### src/rtl/cldst_pkg.sv
// Shared constants and word builders for the compressed load/store expander.
// Assumes a 32-bit base instruction format and 16-bit compressed inputs.
package cldst_pkg;
    localparam int CW = 16;
    localparam int IW = 32;
    localparam int RW = 5;
    localparam int IMMW = 12;

    typedef logic [6:0] opc_t;

    localparam opc_t OPC_LOAD   = 7'b0000011;
    localparam opc_t OPC_STORE  = 7'b0100011;
    localparam opc_t OPC_FLOAD  = 7'b0000111;
    localparam opc_t OPC_FSTORE = 7'b0100111;

    localparam logic [2:0] F3_WORD = 3'b010;

    localparam logic [1:0] QUAD_MEM = 2'b00;
    localparam logic [1:0] QUAD_SP  = 2'b10;

    localparam logic [2:0] CF_LDSP  = 3'b010;
    localparam logic [2:0] CF_FLDSP = 3'b011;
    localparam logic [2:0] CF_STSP  = 3'b110;
    localparam logic [2:0] CF_FSTSP = 3'b111;
    localparam logic [2:0] CF_LDREG = 3'b010;
    localparam logic [2:0] CF_STREG = 3'b110;

    localparam logic [RW-1:0] SP_NUM = 5'd2;

    // One expansion path: whether it claims the encoding, whether the result is usable, and the word.
    typedef struct packed {
        logic          hit;
        logic          ok;
        logic [IW-1:0] word;
    } xres_t;

    // Assemble an I-type load word.
    function automatic logic [IW-1:0] mk_load(logic [IMMW-1:0] imm, logic [RW-1:0] rs1,
                                              logic [RW-1:0] rd, opc_t op);
        return {imm, rs1, F3_WORD, rd, op};
    endfunction

    // Assemble an S-type store word with the split immediate.
    function automatic logic [IW-1:0] mk_store(logic [IMMW-1:0] imm, logic [RW-1:0] rs2,
                                               logic [RW-1:0] rs1, opc_t op);
        return {imm[11:5], rs2, rs1, F3_WORD, imm[4:0], op};
    endfunction

    // Widen a 3-bit compressed register field into the x8..x15 window.
    function automatic logic [RW-1:0] widen_reg(logic [2:0] r);
        return {2'b01, r};
    endfunction
endpackage

### src/rtl/sp_load_xpand.sv
// Expands stack-pointer-based word and float-word loads (CI layout).
// Assumes the caller selects among paths via the hit/ok fields; purely combinational.
module sp_load_xpand
    import cldst_pkg::*;
#(
    parameter bit EN_FLOAT = 1'b1
) (
    input  logic [CW-1:0] c_in,
    output xres_t         res
);
    logic            int_sel;
    logic            flt_sel;
    logic [IMMW-1:0] off;
    logic [RW-1:0]   rd;

    // Recognise the integer form from the quadrant and function bits.
    assign int_sel = (c_in[1:0] == QUAD_SP) && (c_in[15:13] == CF_LDSP);

    // The float form exists only when the parameter enables it.
    generate
        if (EN_FLOAT) begin : g_flt
            assign flt_sel = (c_in[1:0] == QUAD_SP) && (c_in[15:13] == CF_FLDSP);
        end else begin : g_noflt
            assign flt_sel = 1'b0;
        end
    endgenerate

    // Gather the scattered offset bits, zero-extended and scaled by 4.
    always_comb begin
        off = {4'b0000, c_in[3:2], c_in[12], c_in[6:4], 2'b00};
        rd  = c_in[11:7];
    end

    // Form the result; the integer form with rd=x0 is reserved.
    always_comb begin
        res.hit  = int_sel | flt_sel;
        res.ok   = flt_sel | (int_sel && (rd != '0));
        res.word = '0;
        if (res.ok) begin
            res.word = mk_load(off, SP_NUM, rd, flt_sel ? OPC_FLOAD : OPC_LOAD);
        end
    end

    // Check the base, the zero-extension and the reserved case on each result.
    always_comb begin
        if (res.ok) begin

            spload_base_chk: assert (res.word[19:15] == SP_NUM && res.word[14:12] == F3_WORD);

            spload_zext_chk: assert (res.word[31:28] == 4'h0);

            spload_rd0_chk: assert (res.word[11:7] != '0 || res.word[6:0] == OPC_FLOAD);
        end
    end
endmodule

### src/rtl/sp_store_xpand.sv
// Expands stack-pointer-based word and float-word stores (CSS layout).
// Assumes every source register number is valid, including x0; purely combinational.
module sp_store_xpand
    import cldst_pkg::*;
#(
    parameter bit EN_FLOAT = 1'b1
) (
    input  logic [CW-1:0] c_in,
    output xres_t         res
);
    logic            int_sel;
    logic            flt_sel;
    logic [IMMW-1:0] off;
    logic [RW-1:0]   rs2;

    // Recognise the integer store form.
    assign int_sel = (c_in[1:0] == QUAD_SP) && (c_in[15:13] == CF_STSP);

    // The float store form exists only when the parameter enables it.
    generate
        if (EN_FLOAT) begin : g_flt
            assign flt_sel = (c_in[1:0] == QUAD_SP) && (c_in[15:13] == CF_FSTSP);
        end else begin : g_noflt
            assign flt_sel = 1'b0;
        end
    endgenerate

    // Gather the offset, zero-extended and scaled by 4, plus the data register.
    always_comb begin
        off = {4'b0000, c_in[8:7], c_in[12:9], 2'b00};
        rs2 = c_in[6:2];
    end

    // Form the store word when this path claims the encoding.
    always_comb begin
        res.hit  = int_sel | flt_sel;
        res.ok   = res.hit;
        res.word = '0;
        if (res.ok) begin
            res.word = mk_store(off, rs2, SP_NUM, flt_sel ? OPC_FSTORE : OPC_STORE);
        end
    end

    // Check the base register and that the upper immediate stays zero.
    always_comb begin
        if (res.ok) begin

            spstore_base_chk: assert (res.word[19:15] == SP_NUM && res.word[8:7] == 2'b00);

            spstore_zext_chk: assert (res.word[31:28] == 4'h0);
        end
    end
endmodule

### src/rtl/reg_ldst_xpand.sv
// Expands register-based word loads and stores (CL/CS layouts, 3-bit register fields).
// Assumes compressed register fields address x8..x15 only; purely combinational.
module reg_ldst_xpand
    import cldst_pkg::*;
(
    input  logic [CW-1:0] c_in,
    output xres_t         res
);
    logic            ld_sel;
    logic            st_sel;
    logic [IMMW-1:0] off;
    logic [RW-1:0]   base_r;
    logic [RW-1:0]   data_r;

    // Recognise the load and store forms in the memory quadrant.
    always_comb begin
        ld_sel = (c_in[1:0] == QUAD_MEM) && (c_in[15:13] == CF_LDREG);
        st_sel = (c_in[1:0] == QUAD_MEM) && (c_in[15:13] == CF_STREG);
    end

    // Gather the offset and widen both register fields.
    always_comb begin
        off    = {5'b00000, c_in[5], c_in[12:10], c_in[6], 2'b00};
        base_r = widen_reg(c_in[9:7]);
        data_r = widen_reg(c_in[4:2]);
    end

    // Form the load or store word.
    always_comb begin
        res.hit  = ld_sel | st_sel;
        res.ok   = res.hit;
        res.word = '0;
        if (ld_sel) begin
            res.word = mk_load(off, base_r, data_r, OPC_LOAD);
        end else if (st_sel) begin
            res.word = mk_store(off, data_r, base_r, OPC_STORE);
        end
    end

    // Check the register window and the zero-extended offset.
    always_comb begin
        if (res.ok) begin

            regldst_window_chk: assert (res.word[19:18] == 2'b01);

            regldst_zext_chk: assert (res.word[31:27] == 5'b00000);
        end
    end
endmodule

### src/rtl/c_ldst_expander.sv
// Top of the compressed load/store expander: runs three expansion paths in parallel
// and selects the one that claims the input. Assumes at most one path claims any
// encoding; flagged inputs produce an all-zero word. Purely combinational, no reset.
module c_ldst_expander
    import cldst_pkg::*;
#(
    parameter bit EN_FLOAT = 1'b1
) (
    input  logic [15:0] c_instr,
    output logic [31:0] x_instr,
    output logic        illegal
);
    localparam int NPATH = 3;

    xres_t             path_res [NPATH];
    logic [NPATH-1:0]  hits;
    logic [NPATH-1:0]  oks;
    logic [IW-1:0]     merged;

    sp_load_xpand #(.EN_FLOAT(EN_FLOAT)) u_spld (
        .c_in (c_instr),
        .res  (path_res[0])
    );

    sp_store_xpand #(.EN_FLOAT(EN_FLOAT)) u_spst (
        .c_in (c_instr),
        .res  (path_res[1])
    );

    reg_ldst_xpand u_regls (
        .c_in (c_instr),
        .res  (path_res[2])
    );

    // OR the path words together; only a usable path contributes a nonzero word.
    always_comb begin
        merged = '0;
        for (int k = 0; k < NPATH; k++) begin
            hits[k] = path_res[k].hit;
            oks[k]  = path_res[k].ok;
            merged  = merged | path_res[k].word;
        end
    end

    // Drive the flag and the output word.
    always_comb begin
        illegal = ~|oks;
        x_instr = illegal ? '0 : merged;
    end

    // Check the cross-path relations seen at the ports.
    always_comb begin

        path_excl_chk: assert ($onehot0(hits));

        flag_zero_chk: assert (!illegal || x_instr == '0);

        legal_opc_chk: assert (illegal || x_instr[6:0] == OPC_LOAD || x_instr[6:0] == OPC_STORE
                               || x_instr[6:0] == OPC_FLOAD || x_instr[6:0] == OPC_FSTORE);

        legal_base_chk: assert (illegal || x_instr[19:15] == SP_NUM || x_instr[19:18] == 2'b01);
    end
endmodule

### config.mk
export PLATFORM = sky130hd
export DESIGN_NAME = c_ldst_expander
export DESIGN_NICKNAME = d
export VERILOG_FILES = /design/src/rtl/cldst_pkg.sv /design/src/rtl/sp_load_xpand.sv /design/src/rtl/sp_store_xpand.sv /design/src/rtl/reg_ldst_xpand.sv /design/src/rtl/c_ldst_expander.sv
export SDC_FILE = /design/constraint.sdc
export NUM_CORES = 1
export LEC_CHECK = 0
export BUFFER_PORTS_ARGS = -buffer_cell sky130_fd_sc_hd__buf_4
export CAP_MARGIN = 20
export CORE_MARGIN = 1.5
export CORE_UTILIZATION = 32
export DETAILED_ROUTE_END_ITERATION = 10
export PLACE_DENSITY = 0.79
export REMOVE_ABC_BUFFERS = 1
export SLEW_MARGIN = 20
export SYNTH_ARGS = -nofsm -noshare
export SYNTH_HDL_FRONTEND = slang
export SYNTH_SLANG_ARGS = --single-unit
### constraint.sdc
create_clock -name vclk -period 1.35
set_input_delay 0.135 -clock vclk [all_inputs]
set_output_delay 0.135 -clock vclk [all_outputs]
set_load 0.02 [all_outputs]
==> out/metrics.yaml <==
violations: "setup timing"
fmax_ghz: 0.6301
p_clk_share_pct: 0
drtIter0Drc: 6
fp.dieH_um: 39.30
antenna_found_initial: 0
synth-warning-count: 0
netlist_area_um2: 421.7
hold_viol: 0
fin_util_pct: 72.44
fin_tns_setup_ns: -2.856
hold_path.class: "in -> out"
synth-adder-area-share_pct: 0
ant_nets: 0
synth_area_leaders: "buf_4, and2_1, nand2_1"
critPathCaptureType: "output pin"
synth_top_family_by_area: "simple AND/OR/NAND/NOR gates"
p_sw_uw: 134.7
vias_per_cell: 5.110
worstPathMaxFanout: 5
status: "complete, but fails checks"
grt_max_degree: 14
synthCells: 62
clkbuf_count: 0
dieWidth_um: 39.30
p_per_area_nw_per_um2: 298.3
synth_xor_area_share_pct: 0
nFlopsAndLatches: 0
min_period_over_period_pct: 117.6
cp.required_ns: 1.22
sequentialPowerShare_pct: 0
wl_um: 1445
area_growth_pct: 101.2
crit_type: "in -> out"
final-setup-viol-count: 19
ys_seq_area_share_pct: 0
fin_ws_ns: -0.2372
grt_pass1_vias: 528
dp_hpwl_um: 1057
slew_violations: 0
synth_common_cells: "buf_4, nand2_1, and2_1"
num_vias: 603
ioPinCount: 49
yosys-mux-area-fraction_pct: 2.374
overflow: 0
seq_area_um2: 0
numPortBuffers: 39
power.total_uw: 253.1
drtPass1Iterations: 4
min_period_ns: 1.587
p_comb_share_pct: 100.0
synth_compound_area_share_pct: 32.05
drive_above_1_share_pct: 62.50
final_nets: 122
syn_avg_cell_area_um2: 6.801
synth_cell_types: 29
synth_top_area_cell: "buf_4"
grt_first_pass_wirelength_um: 2104
swShare_pct: 53.24
dpl_worst_slack_ns: -0.2402
peakVddDrop_uv: 159.5
p_leak_uw: 0.0004259
insertedDiodeCount: 0
yosysTopAreaCellShare_pct: 21.36
start_kind: "input port"
gp_congestion: 0.8030
holdWs_ns: 0.6153
dieArea_um2: 1544
maxCapViolCount: 0
power.internal_uw: 118.3
start_util_pct: 36.00
synth_simple_gate_area_share_pct: 35.91
cts_hold_buf: 0
drc: 0
grt_util_all_layers_pct: 18.75
cp.arrival_ns: 1.45
rsz0062_at_grt: "yes"
wl_per_cell_um: 12.25
coreArea_um2: 1171
synthMostInstantiatedCell: "buf_4"
core.rowCount: 12
routing by layer:
metal  vias to the layer above  part of all wire, %  track usage, %
li1                        285                    -               -
met2                        39                   53           40.00
met4                         0                    0               0
met3                         0                  9.7          0.5682
met1                       279                   38           20.95
met5                         -                    0               0
area by class of cell:
type | count | area [um2]
Timing Repair Buffer | 48 | 435.4
Multi-Input combinational cell | 53 | 381.6
Fill cell | 97 | 322.8
Tap cell | 14 | 17.52
Inverter | 3 | 13.76
stage by stage:
| stage | area [um2] | instances |
|---|---|---|
| 2_1_floorplan | 345.3 | 56 |
| 3_3_place_gp | 700.7 | 115 |
| 3_5_place_dp | 700.7 | 115 |
| 4_1_cts | 808.3 | 117 |
| 5_1_grt | 848.3 | 118 |
| 6_report | 848.3 | 118 |
critical path: stages:
cell	delay, ns
buf_6	0.09
or4_4	0.56
o41ai_4	0.34
and2_1	0.21
buf_6	0.12
worst paths after layout:
check | cells past startpoint | startpoint | slack (ns) | end
min | 4 | c_instr[5] | 0.62 | x_instr[26]
max | 5 | c_instr[8] | -0.24 | illegal
power by group through the flow:
stage	Combinational [uW]	Clock, uW	Sequential (uW)
2_1_floorplan	103	0	0
3_3_place_gp	213	0	0
3_5_place_dp	216	0	0
4_1_cts	241	0	0
5_1_grt	270	0	0
6_report	253	0	0
repair_timing:
action                     4_1_cts  5_1_grt
gates resized for setup         28        9
setup buffers                    2        1
setup endpoints to repair       20       21
pin swaps                       11        7
kinds of logic (layout without fill, tap and decap cells):
kind of cell / Yosys count / count (layout)
AO/OA/AOI/OAI: 16 / 16
buffers and inverters: 18 / 51
multiplexers: 1 / 1
other: 1 / 10
AND/OR/NAND/NOR: 26 / 26
placed cells by master (no fill, tap or decap):
cell,netlist,final
nand3_2,0,1
and3_4,0,2
a22o_1,1,1
nand2_2,0,1
o21bai_1,1,1
inv_1,3,2
buf_4,12,28
or4b_4,1,1
a21boi_1,0,1
mux2i_1,1,1
nor3_2,0,1
conb_1,1,10
and3b_2,0,1
a22oi_2,0,2
o221ai_1,1,1
and4b_1,1,1
nand3_1,3,2
a21oi_1,1,1
o311ai_0,1,1
and2_1,5,2
or2_4,0,1
and2_4,0,3
o21ai_0,3,2
nand2_1,8,7
or4_4,1,1
buf_6,1,20
o211ai_1,2,2
a21boi_0,2,1
nor2_1,2,2
a32oi_1,1,1
o21ai_2,0,1
o41ai_4,1,1
inv_4,0,1
No activity file was read; power rests on OpenSTA's default activity.
